**src/rtl/vlc_pkg.sv**
```systemverilog
package vlc_pkg;
  typedef enum logic [1:0] {
    VM_CAP  = 2'b00,
    VM_RS1  = 2'b01,
    VM_BOTH = 2'b10,
    VM_RSVD = 2'b11
  } vmode_e;

  localparam int REG_AW = 5;
  localparam int CMP_W  = 3;
  localparam logic [REG_AW-CMP_W-1:0] CMP_HI = 2'b01;
endpackage

```
**src/rtl/vlc_decode.sv**
```systemverilog
module vlc_decode
  import vlc_pkg::*;
#(
  parameter int XLEN  = 32,
  parameter int LEN_W = 7
) (
  input  logic [1:0]        mode,
  input  logic [LEN_W-1:0]  imm,
  input  logic [REG_AW-1:0] rd,
  input  logic [REG_AW-1:0] rs1,
  input  logic [XLEN-1:0]   rs_val,
  input  logic [LEN_W-1:0]  mvl_cur,
  output logic [REG_AW-1:0] raddr,
  output logic              set_vl,
  output logic              set_mvl,
  output logic              wr_rd,
  output logic              bad,
  output logic [LEN_W-1:0]  new_vl,
  output logic [LEN_W-1:0]  new_mvl,
  output logic [REG_AW-1:0] rd_idx
);
  localparam int PAD_W = XLEN - LEN_W;

  function automatic logic [LEN_W-1:0] cap_imm(input logic [LEN_W-1:0] req,
                                               input logic [LEN_W-1:0] lim);
    return (req > lim) ? lim : req;
  endfunction

  function automatic logic [LEN_W-1:0] cap_reg(input logic [XLEN-1:0] req,
                                               input logic [LEN_W-1:0] lim);
    logic [XLEN-1:0] lim_w;
    lim_w = {{PAD_W{1'b0}}, lim};
    return (req > lim_w) ? lim : req[LEN_W-1:0];
  endfunction

  vmode_e mode_e;
  assign mode_e = vmode_e'(mode);
  assign raddr  = {CMP_HI, rs1[CMP_W-1:0]};

  always_comb begin
    set_vl  = 1'b0;
    set_mvl = 1'b0;
    wr_rd   = 1'b0;
    bad     = 1'b0;
    new_vl  = mvl_cur;
    new_mvl = mvl_cur;
    rd_idx  = rd;
    case (mode_e)
      VM_CAP: begin
        set_vl = 1'b1;
        new_vl = cap_imm(imm, mvl_cur);
        wr_rd  = (rd != '0);
      end
      VM_RS1: begin
        set_vl = 1'b1;
        new_vl = cap_reg(rs_val, mvl_cur);
        wr_rd  = 1'b1;
        rd_idx = {CMP_HI, rd[CMP_W-1:0]};
      end
      VM_BOTH: begin
        set_vl  = 1'b1;
        set_mvl = 1'b1;
        new_vl  = imm;
        new_mvl = imm;
        wr_rd   = (rd != '0);
      end
      default: bad = |{imm, rd, rs1};
    endcase
  end
endmodule

```
**src/rtl/vlc_commit.sv**
```systemverilog
module vlc_commit
  import vlc_pkg::*;
#(
  parameter int XLEN    = 32,
  parameter int LEN_W   = 7,
  parameter int MVL_RST = 64
) (
  input  logic              clk,
  input  logic              rst_n,
  input  logic              valid,
  input  logic              set_vl,
  input  logic              set_mvl,
  input  logic              wr_rd,
  input  logic              bad,
  input  logic [LEN_W-1:0]  new_vl,
  input  logic [LEN_W-1:0]  new_mvl,
  input  logic [REG_AW-1:0] rd_idx,
  output logic              mvl_we,
  output logic [LEN_W-1:0]  mvl_q,
  output logic              vl_we,
  output logic [LEN_W-1:0]  vl_q,
  output logic              rd_we,
  output logic [REG_AW-1:0] rd_addr,
  output logic [XLEN-1:0]   rd_wdata,
  output logic              illegal
);
  localparam int PAD_W = XLEN - LEN_W;
  localparam logic [LEN_W-1:0] MVL_INIT = LEN_W'(MVL_RST);

  logic do_vl, do_mvl, do_rd, do_bad;
  assign do_vl  = valid & set_vl;
  assign do_mvl = valid & set_mvl;
  assign do_rd  = valid & wr_rd;
  assign do_bad = valid & bad;

  always_ff @(posedge clk or negedge rst_n) begin
    if (!rst_n) begin
      mvl_q    <= MVL_INIT;
      vl_q     <= '0;
      mvl_we   <= 1'b0;
      vl_we    <= 1'b0;
      rd_we    <= 1'b0;
      illegal  <= 1'b0;
      rd_addr  <= '0;
      rd_wdata <= '0;
    end else begin
      mvl_we  <= do_mvl;
      vl_we   <= do_vl;
      rd_we   <= do_rd;
      illegal <= do_bad;
      if (do_vl)  vl_q  <= new_vl;
      if (do_mvl) mvl_q <= new_mvl;
      if (do_rd) begin
        rd_addr  <= rd_idx;
        rd_wdata <= {{PAD_W{1'b0}}, new_vl};
      end
    end
  end

  AST_VL_WITHIN_MVL: assert property (@(posedge clk) disable iff (!rst_n)
    vl_q <= mvl_q);
  AST_RD_NEVER_X0: assert property (@(posedge clk) disable iff (!rst_n)
    rd_we |-> rd_addr != '0);
  AST_MVL_WITH_VL: assert property (@(posedge clk) disable iff (!rst_n)
    mvl_we |-> (vl_we && vl_q == mvl_q));
  AST_ILLEGAL_QUIET: assert property (@(posedge clk) disable iff (!rst_n)
    illegal |-> (!vl_we && !mvl_we && !rd_we && $stable(vl_q) && $stable(mvl_q)));
  AST_IDLE_HOLDS: assert property (@(posedge clk) disable iff (!rst_n)
    !valid |=> (!vl_we && !mvl_we && !rd_we && !illegal));
  AST_MVL_ONLY_ON_STROBE: assert property (@(posedge clk) disable iff (!rst_n)
    !mvl_we |-> $stable(mvl_q));
  AST_RD_ATOMIC: assert property (@(posedge clk) disable iff (!rst_n)
    rd_we |-> (vl_we && rd_wdata == {{PAD_W{1'b0}}, vl_q}));
endmodule

```
**src/rtl/vlen_ctl_unit.sv**
```systemverilog
module vlen_ctl_unit
  import vlc_pkg::*;
#(
  parameter int XLEN    = 32,
  parameter int LEN_W   = 7,
  parameter int MVL_RST = 64
) (
  input  logic              clk,
  input  logic              rst_n,
  input  logic              blk_valid,
  input  logic [1:0]        blk_mode,
  input  logic [LEN_W-1:0]  blk_imm,
  input  logic [REG_AW-1:0] blk_rd,
  input  logic [REG_AW-1:0] blk_rs1,
  output logic [REG_AW-1:0] rf_raddr,
  input  logic [XLEN-1:0]   rf_rdata,
  output logic              mvl_we,
  output logic [LEN_W-1:0]  mvl_q,
  output logic              vl_we,
  output logic [LEN_W-1:0]  vl_q,
  output logic              rd_we,
  output logic [REG_AW-1:0] rd_addr,
  output logic [XLEN-1:0]   rd_wdata,
  output logic              illegal
);
  logic              dec_set_vl, dec_set_mvl, dec_wr_rd, dec_bad;
  logic [LEN_W-1:0]  dec_vl, dec_mvl;
  logic [REG_AW-1:0] dec_rd;

  vlc_decode #(.XLEN(XLEN), .LEN_W(LEN_W)) u_dec (
    .mode    (blk_mode),
    .imm     (blk_imm),
    .rd      (blk_rd),
    .rs1     (blk_rs1),
    .rs_val  (rf_rdata),
    .mvl_cur (mvl_q),
    .raddr   (rf_raddr),
    .set_vl  (dec_set_vl),
    .set_mvl (dec_set_mvl),
    .wr_rd   (dec_wr_rd),
    .bad     (dec_bad),
    .new_vl  (dec_vl),
    .new_mvl (dec_mvl),
    .rd_idx  (dec_rd)
  );

  vlc_commit #(.XLEN(XLEN), .LEN_W(LEN_W), .MVL_RST(MVL_RST)) u_cmt (
    .clk      (clk),
    .rst_n    (rst_n),
    .valid    (blk_valid),
    .set_vl   (dec_set_vl),
    .set_mvl  (dec_set_mvl),
    .wr_rd    (dec_wr_rd),
    .bad      (dec_bad),
    .new_vl   (dec_vl),
    .new_mvl  (dec_mvl),
    .rd_idx   (dec_rd),
    .mvl_we   (mvl_we),
    .mvl_q    (mvl_q),
    .vl_we    (vl_we),
    .vl_q     (vl_q),
    .rd_we    (rd_we),
    .rd_addr  (rd_addr),
    .rd_wdata (rd_wdata),
    .illegal  (illegal)
  );

  AST_RESERVED_FLAGGED: assert property (@(posedge clk) disable iff (!rst_n)
    (blk_valid && blk_mode == 2'b11 && (|{blk_imm, blk_rd, blk_rs1})) |=> illegal);
  AST_RESERVED_ZERO_NOP: assert property (@(posedge clk) disable iff (!rst_n)
    (blk_valid && blk_mode == 2'b11 && !(|{blk_imm, blk_rd, blk_rs1}))
      |=> (!illegal && !vl_we && !mvl_we && !rd_we));
  AST_COMPACT_RD: assert property (@(posedge clk) disable iff (!rst_n)
    (blk_valid && blk_mode == 2'b01) |=> (rd_we && rd_addr[4:3] == 2'b01));
endmodule

```
**config.mk**
```make
export PLATFORM = sky130hd
export DESIGN_NAME = vlen_ctl_unit
export DESIGN_NICKNAME = d
export VERILOG_FILES = /design/src/rtl/vlc_pkg.sv /design/src/rtl/vlc_decode.sv /design/src/rtl/vlc_commit.sv /design/src/rtl/vlen_ctl_unit.sv
export SDC_FILE = /design/constraint.sdc
export NUM_CORES = 1
export LEC_CHECK = 0
export ABC_AREA = 1
export CAP_MARGIN = 20
export CELL_PAD_IN_SITES_DETAIL_PLACEMENT = 1
export CELL_PAD_IN_SITES_GLOBAL_PLACEMENT = 1
export CORE_MARGIN = 3
export CORE_UTILIZATION = 25
export CTS_BUF_LIST = sky130_fd_sc_hd__clkbuf_8 sky130_fd_sc_hd__clkbuf_16
export CTS_CLUSTER_SIZE = 30
export DETAILED_ROUTE_END_ITERATION = 6
export HOLD_SLACK_MARGIN = 0.06
export PLACE_DENSITY = 0.78
export SLEW_MARGIN = 10
export SYNTH_ARGS = -nofsm -noshare
export SYNTH_HDL_FRONTEND = slang
export SYNTH_SLANG_ARGS = --single-unit
```
**constraint.sdc**
```tcl
create_clock -name clk -period 1.8 [get_ports clk]
set_input_delay 0.18 -clock clk [delete_from_list [all_inputs] [get_ports clk]]
set_output_delay 0.18 -clock clk [all_outputs]
set_load 0.02 [all_outputs]
```
==> results.json <==
{
  "async_reset_ff_frac": 1.00,
  "fillers": 1160,
  "yosysWarnings": 0,
  "clockBufferDepth": 2,
  "cts_tree": "built",
  "post-route-drc-count": 0,
  "p_clk_frac": 0.202,
  "vias_per_cell": 4.31,
  "avgSynthCellArea_um2": 6.91,
  "synth_compound_area_frac": 0.0365,
  "wl_per_cell_um": 14.6,
  "crit_path_end_kind": "flop",
  "status": "finished, violations left",
  "synth_area_leaders": "dfrtp_1 30%, nand2_1 16%, buf_4 9.9%",
  "antenna_cells": 0,
  "grt_max_degree": 31,
  "cp.depth": 15,
  "cp.required_ns": 1.98,
  "cp_max_fo": 7,
  "synth_cell_types": 28,
  "clock_sinks": 30,
  "critPathMaxStageDelay_ns": 0.38,
  "grtUsageTotal": 0.161,
  "rows": 35,
  "switchingPower_w": 0.00110,
  "start_util": 0.261,
  "max_cap_viol_count": 0,
  "drive_gt1_frac": 0.274,
  "grt-ovfl-total": 0,
  "clkSlewWorstSetupHoldPaths_ns": 0.07,
  "violations": "negative setup slack",
  "final_core_util": 0.430,
  "fmax_ghz": 0.490,
  "hold_ws_ns": 0.289,
  "cts_root_buf": "clkbuf_8",
  "die_area_mm2": 0.0109,
  "wirelength_um": 8980,
  "placed_cell_area_mm2": 0.00370,
  "nNetsFinal": 553,
  "timing.final.ws_setup_ns": -0.241,
  "syn-instance-count": 352,
  "vias": 2649,
  "cts_max_level": 2,
  "gp_congestion": 0.841,
  "drv_slew": 0,
  "crit-reg2reg-capture": "u_cmt.vl_q[6]",
  "die_h_um": 105,
  "critPathMostFrequentCell": "nand2_1",
  "dr.pass1.iters": 4,
  "worst_setup_path_start_kind": "flop",
  "ir_drop_mv": 0.253,
  "fin_crit_sh": 1.13,
  "reg2reg_from": "u_cmt.mvl_q[2]",
  "crit_arrival_ns": 2.22,
  "synth-simple-area-share": 0.376,
  "coreArea_mm2": 0.00933,
  "min_period_ns": 2.04,
  "rsz0062_at_grt": "yes",
  "hold_path_class": "in2async",
  "num_io_pins": 114,
  "synth-xor-area-share": 0,
  "synth_top_cell_by_area": "dfrtp_1",
  "synth_common_cells": "102 x nand2_1, 56 x inv_1, 39 x nand3_1, 32 x buf_4, 29 x dfrtp_1",
  "pre_cts_ws_ns": -0.382,
  "grt_pass1_vias": 2896,
  "grt_pass1_wl_um": 14200,
  "fp.dieW_um": 105,
  "power_density_mw_per_mm2": 714,
  "synth_edf_count": 0,
  "antenna_found_initial": 0,
  "p_int_w": 0.00177,
  "crit_buf_inv": 4,
  "stdcell_area_mm2": 0.00401,
  "synthMuxAreaShare": 0,
  "synth_top_family_by_area": "simple AND/OR/NAND/NOR gates",
  "area_growth_pct": 64.9,
  "slowest_stage": "dfrtp_1",
  "port_buffers": 86,
  "synth.most_common_cell": "nand2_1",
  "clk_latency_ns": 0.28,
  "dr.first_iter.drc_count": 53,
  "synthesis.area_mm2": 0.00243,
  "ys_ff_latch": 30,
  "p_leak_nw": 2.06,
  "synth_ff_type": "dfrtp_1",
  "seq_area_um2": 752,
  "yosysSeqAreaShare": 0.309,
  "hold_violations": 0,
  "path_delay_family": "simple AND/OR/NAND/NOR gates",
  "cts_buffers": 5,
  "reg2reg_depth": 15,
  "ant_nets": 0,
  "r2r_slack_ns": -0.24,
  "comb_power_share": 0.502,
  "setup_viol": 14,
  "criticalPathCategory": "reg2reg",
  "switching_share": 0.383,
  "yosys.area.top_type_share": 0.299,
  "multi_input_area_mm2": 0.00151,
  "seq_power_share": 0.296,
  "fin_skew_ns": 0.00387,
  "synth-adder-area-share": 0.0721,
  "dp_hpwl_um": 7080,
  "crit_path_cell_trace": "inv_2 > buf_4 > ha_1 > nand2_2 > inv_1 > nand2_1 > nand2_1 > nand2_1 > nand2_1 > nand2_4 > nand3_2 > nand3_2 > nand3_1 > nand2_1 > inv_1"
}
## cell type report
| type | instances | area share |
|---|---|---|
| multi-input combinational | 252 | 0.377 |
| clock inverter | 2 | 0.00312 |
| timing repair buffer | 137 | 0.315 |
| inverter | 59 | 0.0559 |
| sequential | 30 | 0.188 |
| clock buffer | 6 | 0.0206 |
| tap | 129 | 0.0403 |
## through the flow
step	std cells	total power (W)	TNS [ns]
floorplan	377	0.00153	-0.726
global placement	602	0.00212	-3.38
detailed placement	602	0.00218	-4.22
CTS	613	0.00281	-2.10
global route	615	0.00305	-4.66
finish	615	0.00286	-2.99
## worst max path at each step
stage / startpoint / to
floorplan: u_cmt.mvl_q[6] / u_cmt.vl_q[0]
global placement: blk_imm[4] / u_cmt.vl_q[2]
detailed placement: blk_imm[4] / u_cmt.vl_q[2]
CTS: u_cmt.mvl_q[6] / u_cmt.rd_wdata[5]
global route: u_cmt.mvl_q[4] / u_cmt.vl_q[6]
finish: u_cmt.mvl_q[2] / u_cmt.vl_q[6]
## metal layers
metal	up-vias	routed length, um	track usage
li1	1290	-	-
met1	1285	3500	0.172
met2	58	4980	0.318
met3	16	286	0.0235
met4	0	204	0.0525
met5	-	0	0
## logic make-up (layout without fill, tap and decap cells)
family / Yosys count / count (layout)
simple gates: 194 / 194
compound gates: 17 / 17
other cells: 2 / 27
fa+ha+maj: 14 / 14
buf+inv: 95 / 204
flops: 30 / 30
## timing repair
action	in CTS	in global routing
setup endpoints to repair	14	14
buffers inserted	3	2
cloned	0	0
hold buffers	0	0
pin swaps	1	8
gates resized for setup	23	19
## placed cells by master, fill, tap and decap left out, types with 3 or more instances in the layout
| cell | instances |
|---|---|
| nand2_1 | 92 |
| clkdlybuf4s50_1 | 86 |
| inv_1 | 52 |
| buf_4 | 48 |
| dfrtp_1 | 29 |
| conb_1 | 27 |
| nand3_2 | 23 |
| nor2_1 | 19 |
| nand3_1 | 16 |
| nand2_2 | 11 |
| ha_1 | 11 |
| o21ai_0 | 10 |
| nor2_2 | 8 |
| inv_2 | 6 |
| or2_2 | 6 |
| clkbuf_8 | 6 |
| nand2_4 | 4 |
| nor4_1 | 3 |
| ha_4 | 3 |
## power groups by stage
stage	registers, W	clock network [W]	logic, W
CTS	0.000847	0.000590	0.00138
global placement	0.000858	0	0.00127
floorplan	0.000970	0	0.000563
finish	0.000846	0.000579	0.00144
global route	0.000857	0.000626	0.00157
detailed placement	0.000859	0	0.00132
## sequential cells by signal, summed over array words and instances (netlist names)
| name | cells |
|---|---|
| u_cmt.rd_we | 1 |
| u_cmt.mvl_we | 1 |
| u_cmt.rd_wdata | 7 |
| u_cmt.rd_addr | 5 |
| u_cmt.vl_we | 1 |
| u_cmt.illegal | 1 |
| u_cmt.mvl_q | 7 |
| u_cmt.vl_q | 7 |
Power figures use the tool's default switching activity.
